File: src/rtl/qg_pkg.sv
package qg_pkg;

  typedef enum logic {
    LINK_OFF = 1'b0,
    LINK_ON  = 1'b1
  } link_state_e;

  // Bits needed to hold values 0..maxval
  function automatic int cnt_width(input int maxval);
    return (maxval < 2) ? 1 : $clog2(maxval + 1);
  endfunction

  // Clock edges of continuous high needed for idle-quiet
  function automatic int idle_cycles(input int clk_per_us, input int idle_us);
    return clk_per_us * idle_us;
  endfunction

endpackage

File: src/rtl/qg_sync.sv
module qg_sync #(
  parameter int W      = 3,
  parameter int STAGES = 2
) (
  input  logic         clk,
  input  logic         rst,
  input  logic [W-1:0] d,
  output logic [W-1:0] q
);
  logic [STAGES-1:0][W-1:0] pipe;

  always_ff @(posedge clk) begin
    if (rst) pipe <= '0;
    else     pipe <= {pipe[STAGES-2:0], d};
  end

  assign q = pipe[STAGES-1];
endmodule

File: src/rtl/qg_idle_timer.sv
module qg_idle_timer
  import qg_pkg::*;
#(
  parameter int CLK_PER_US = 50,
  parameter int IDLE_US    = 115
) (
  input  logic clk,
  input  logic rst,
  input  logic run,
  output logic us_tick,
  output logic idle_done
);
  localparam int UW = cnt_width(IDLE_US);
  localparam logic [UW-1:0] US_MAX = UW'(IDLE_US);

  logic [UW-1:0] us_cnt;

  if (CLK_PER_US == 1) begin : g_no_prescale
    assign us_tick = run;
  end else begin : g_prescale
    localparam int PW = cnt_width(CLK_PER_US - 1);
    localparam logic [PW-1:0] PC_LAST = PW'(CLK_PER_US - 1);
    logic [PW-1:0] pc;

    always_ff @(posedge clk) begin
      if (rst || !run)        pc <= '0;
      else if (pc == PC_LAST) pc <= '0;
      else                    pc <= pc + 1'b1;
    end

    assign us_tick = run && (pc == PC_LAST);
  end

  always_ff @(posedge clk) begin
    if (rst || !run)                   us_cnt <= '0;
    else if (us_tick && us_cnt != US_MAX) us_cnt <= us_cnt + 1'b1;
  end

  assign idle_done = (us_cnt == US_MAX);
endmodule

File: src/rtl/qg_bus_events.sv
module qg_bus_events (
  input  logic clk,
  input  logic rst,
  input  logic clear,
  input  logic sda,
  input  logic scl,
  output logic start_evt,
  output logic stop_evt,
  output logic after_stop
);
  logic sda_d, scl_d;

  always_ff @(posedge clk) begin
    if (rst) begin
      sda_d <= 1'b0;
      scl_d <= 1'b0;
    end else begin
      sda_d <= sda;
      scl_d <= scl;
    end
  end

  assign stop_evt  =  sda && !sda_d && scl && scl_d;
  assign start_evt = !sda &&  sda_d && scl && scl_d;

  always_ff @(posedge clk) begin
    if (rst || clear || !sda || !scl) after_stop <= 1'b0;
    else if (stop_evt)                after_stop <= 1'b1;
  end
endmodule

File: src/rtl/i2c_quiet_gate.sv
module i2c_quiet_gate
  import qg_pkg::*;
#(
  parameter int CLK_PER_US  = 50,
  parameter int IDLE_US     = 115,
  parameter int SYNC_STAGES = 2
) (
  input  logic clk,
  input  logic rst,
  input  logic sda_in,
  input  logic scl_in,
  input  logic far_quiet,
  input  logic drop_req,
  output logic local_quiet,
  output logic drv_en,
  output logic start_det,
  output logic stop_det
);
  localparam int IDLE_EDGES = idle_cycles(CLK_PER_US, IDLE_US);

  logic [2:0]  raw_vec, sync_vec;
  logic        sda_s, scl_s, far_s;
  logic        both_high, timer_run, us_tick, idle_done;
  logic        start_evt, stop_evt, after_stop;
  logic        connect_ok;
  link_state_e link_q;

  assign raw_vec = {far_quiet, scl_in, sda_in};

  qg_sync #(.W(3), .STAGES(SYNC_STAGES)) u_sync (
    .clk(clk), .rst(rst), .d(raw_vec), .q(sync_vec)
  );

  assign sda_s = sync_vec[0];
  assign scl_s = sync_vec[1];
  assign far_s = sync_vec[2];

  assign both_high = sda_s && scl_s;
  assign timer_run = both_high && !drop_req;

  qg_idle_timer #(.CLK_PER_US(CLK_PER_US), .IDLE_US(IDLE_US)) u_timer (
    .clk(clk), .rst(rst), .run(timer_run),
    .us_tick(us_tick), .idle_done(idle_done)
  );

  qg_bus_events u_events (
    .clk(clk), .rst(rst), .clear(drop_req),
    .sda(sda_s), .scl(scl_s),
    .start_evt(start_evt), .stop_evt(stop_evt), .after_stop(after_stop)
  );

  assign local_quiet = (idle_done || after_stop) && (IDLE_EDGES > 0);
  assign connect_ok  = local_quiet && far_s && !drop_req;

  always_ff @(posedge clk) begin
    if (rst || drop_req)                      link_q <= LINK_OFF;
    else if (link_q == LINK_OFF && connect_ok) link_q <= LINK_ON;
  end

  assign drv_en    = (link_q == LINK_ON);
  assign start_det = start_evt;
  assign stop_det  = stop_evt;
endmodule

File: config.mk
export PLATFORM = sky130hd
export DESIGN_NAME = i2c_quiet_gate
export DESIGN_NICKNAME = d
export VERILOG_FILES = /design/src/rtl/qg_pkg.sv /design/src/rtl/qg_sync.sv /design/src/rtl/qg_idle_timer.sv /design/src/rtl/qg_bus_events.sv /design/src/rtl/i2c_quiet_gate.sv
export SDC_FILE = /design/constraint.sdc
export NUM_CORES = 1
export LEC_CHECK = 0
export ABC_AREA = 1
export BUFFER_PORTS_ARGS = -buffer_cell sky130_fd_sc_hd__buf_2
export CORE_UTILIZATION = 60
export CTS_BUF_LIST = sky130_fd_sc_hd__clkbuf_8
export DETAILED_ROUTE_END_ITERATION = 7
export GPL_TIMING_DRIVEN = 0
export PLACE_DENSITY = 0.83
export SLEW_MARGIN = 20
export SYNTH_ARGS = -nofsm -noshare
export SYNTH_HDL_FRONTEND = slang
export SYNTH_SLANG_ARGS = --single-unit
File: constraint.sdc
create_clock -name clk -period 1.5 [get_ports clk]
set_input_delay 0.075 -clock clk [delete_from_list [all_inputs] [get_ports clk]]
set_output_delay 0.075 -clock clk [all_outputs]
set_load 0.05 [all_outputs]
==> results.ini <==
[placed_design]
hpwl_um = 1430
port-buffer-count = 8
routability_cong = 0.833

[pwr]
cellPowerDensity_mw_per_mm2 = 820
p_leak_nw = 0.470
vdd.ir_drop.worst_uv = 684

[route]
postRouteWirelength_um = 1940
avgViaCountPerCell = 4.94
first_pass_iters = 4
route.vias.total = 895
remaining_drc_errors = 0
ant_nets = 0
post_drt_wl_per_cell_um = 10.7
drt_iter0_markers = 37

[timing]
fmaxAchievable_mhz = 694
final-setup-viol-count = 0
worst-slew-pin-transition_ps = 404
layout_min_cycle_time_ps = 1440
maxSlewHeadroom_pct = 73.0
timing.setup.tns_ps = 0
setup_clock_skew_after_layout_ps = 1.45
timing.final.max_slew_violations = 0
rsz0062_at_grt = no
timing_hold_violations_final = 0
fraction_of_the_cycle_the_final_worst_path_needs_pct = 96.0

[worst_hold_path]
hold_depth = 3
timing.hold.worst.start = far_quiet
whs_endpoint = u_sync.pipe[2]
hp-class = in2reg

[synthesis]
avg_cell_area_syn_um2 = 7.44
synth_largest_area_cell = sky130_fd_sc_hd__dfxtp_1
post-synth-top-count-cell = sky130_fd_sc_hd__nand2_1
synth.ff_latch_count = 23
syn-cell-area_mm2 = 0.00108
ys_seq_area_share_pct = 42.7
postSynth.asyncResetShare_pct = 0
synthCells = 145
post_synth_main_area_contributors = sky130_fd_sc_hd__dfxtp_1 (43%), sky130_fd_sc_hd__nand2_1 (11%), sky130_fd_sc_hd__nor2_1 (7.7%)
net_count_of_the_mapped_netlist = 154
synth_commonest_cells = sky130_fd_sc_hd__nand2_1 (32), sky130_fd_sc_hd__dfxtp_1 (23), sky130_fd_sc_hd__nor2_1 (22)
synth.lib_cells_used.distinct = 24
post_synth_edffs = 0
synthFlopType = sky130_fd_sc_hd__dfxtp_1
yosysWarnings = 0
synth_top_area_share_pct = 42.7

[final_layout]
finish.utilization_pct = 77.5
layout-drive-gt1-share_pct = 21.7
nets = 167
layout-area-overhead-vs-synth_pct = 14.5
antenna-diode-count = 0
fill_cells = 112

[die]
fp.dieH_um = 44.4
die_area_mm2 = 0.00197
dieWidth_um = 44.4
core_area_mm2 = 0.00159
io_pins = 10
floorplan.initialDensity_pct = 67.7
placementRows = 14

[global_route]
via_count_of_the_first_global_routing_pass = 773
grt_pass1_wl_um = 3050
grtUsageMet3_pct = 3.67
globalRouteMet1Util_pct = 24.2
pin_count_of_the_biggest_net_entering_global_routing = 14
grt_util_all_layers_pct = 21.0
antenna_violations_before_repair = 0
grt.busiest_layer = met2
globalRoute.totalOverflow = 0
gr-usage-met2_pct = 39.7

[worst_setup_path]
maximum_fanout_encountered_on_the_critical_timing_path = 6
worst_r2r_endpoint = u_timer.us_cnt[0]
worst_path_dominant_cell_family = flip-flops
timing.critical_path.cells = ha_4, nand2_1, nor2_2, nand2_4, nand2_2, buf_8
arrival_time_worst_endpoint_ps = 1370
worstRegToRegCells = 8
critical_path.startpoint_type = flop
crit_slowest_cell = sky130_fd_sc_hd__dfxtp_4
cp_data_required_time_ps = 1420
cpPeakStageDelay_ps = 390
worstPathBufferInverterCount = 1
reg2reg_from = u_timer.us_cnt[0]
criticalPathCategory = reg2out
worst_setup_path_end_kind = primary output
ff2ff_setup_slack_ps = 220

[clocking]
clock_latency_ps = 260
clock_tree_from_tritoncts = yes
clockBufferDepth = 2
cts-root-buf = sky130_fd_sc_hd__clkbuf_8
worst_setup_hold_path_clk_slew_ps = 80
htree_levels = 1
cts.sink_count = 23
cts_made_buffers = 3

[run]
max-cap-violations = 0

[outcome]
run_status = complete, no violations

## stage by stage
stage	hold slack (ps)	power, mW	worst slack (ps)	area, um2	std cells
floorplan	182	0.650	94.2	1090	145
global placement	275	0.658	78.2	1160	177
detailed placement	287	0.660	48.6	1160	177
CTS	8.26	1.03	24.4	1220	181
global route	0.515	1.06	0.472	1230	181
finish	14.6	1.01	59.5	1230	181
## worst reg2reg max path: cells and delay by family, from the launching register on
kind / cells / cell delay [ps]
and+or+nand+nor: 5 / 490
DFF: 1 / 370
adders and majority gates: 1 / 190
AOI/OAI and AO/OA: 1 / 130
buffers and inverters: 1 / 40
## logic make-up (layout without fill, tap and decap cells)
logic type      after synthesis  after routing  share of synthesized area, %
buf+inv                      24             36                          10.3
simple gates                 82             82                          37.1
xor+xnor                      1              1                         0.812
fa+ha+maj                     3              3                          3.48
flops                        23             23                          42.7
compound gates               12             12                          5.57
## worst max path at each step
stage          cells past startpoint          end         startpoint
6_report                           6  local_quiet  u_timer.us_cnt[0]
5_1_grt                            6  local_quiet  u_timer.us_cnt[0]
4_1_cts                            6  local_quiet  u_timer.us_cnt[0]
3_5_place_dp                       6  local_quiet  u_timer.us_cnt[0]
3_3_place_gp                       6  local_quiet  u_timer.us_cnt[0]
2_1_floorplan                      7       drv_en  u_timer.us_cnt[0]
## state kept, by name (all words and copies together) (netlist names)
signal                 count
u_timer.us_cnt             7
u_sync.pipe                3
u_timer.g_prescale.pc      6
u_events.scl_d             1
u_sync.q                   3
drv_en                     1
u_events.sda_d             1
u_events.after_stop        1
## metal layers
| layer | vias to the layer above | wire [um] |
|---|---|---|
| li1 | 474 | - |
| met1 | 395 | 862 |
| met2 | 22 | 992 |
| met3 | 4 | 69 |
| met4 | 0 | 13 |
| met5 | - | 0 |
## cells in the final DEF (no fill, tap or decap), drive strengths merged
master   n
nand4    2
nand2   35
a21oi   10
or3      1
dfxtp   23
nor3b    2
ha       3
nor3     3
clkinv   1
or2      1
clkbuf   5
nand3    9
buf      9
o21ai    2
xor2     1
nand3b   2
nor2    27
inv     21
## report_power, final
part / internal, mW / total (mW) / leakage (nW) / switching (mW)
clock network: 0.185 / 0.369 / 0.0255 / 0.184
registers: 0.617 / 0.621 / 0.188 / 0.00365
logic: 0.00913 / 0.0224 / 0.256 / 0.0133
total: 0.811 / 1.01 / 0.470 / 0.201
## cell type report
type / instances / area (um2) / area share (%)
Clock buffer: 3 / 41.3 / 3.34
Timing Repair Buffer: 8 / 50.0 / 4.05
Inverter: 21 / 78.8 / 6.38
Clock inverter: 1 / 5.00 / 0.405
Multi-Input combinational cell: 98 / 532 / 43.1
Tap cell: 24 / 30.0 / 2.43
Buffer: 3 / 32.5 / 2.63
Sequential cell: 23 / 465 / 37.7
## what timing repair did
| action | in CTS | in global routing |
|---|---|---|
| resized for setup | 6 | 3 |
| setup endpoints to repair | 1 | 1 |
| setup buffers | 0 | 0 |
| hold endpoints to repair | 0 | 0 |
| hold buffers | 0 | 0 |
(Power assumes the default switching activity.)
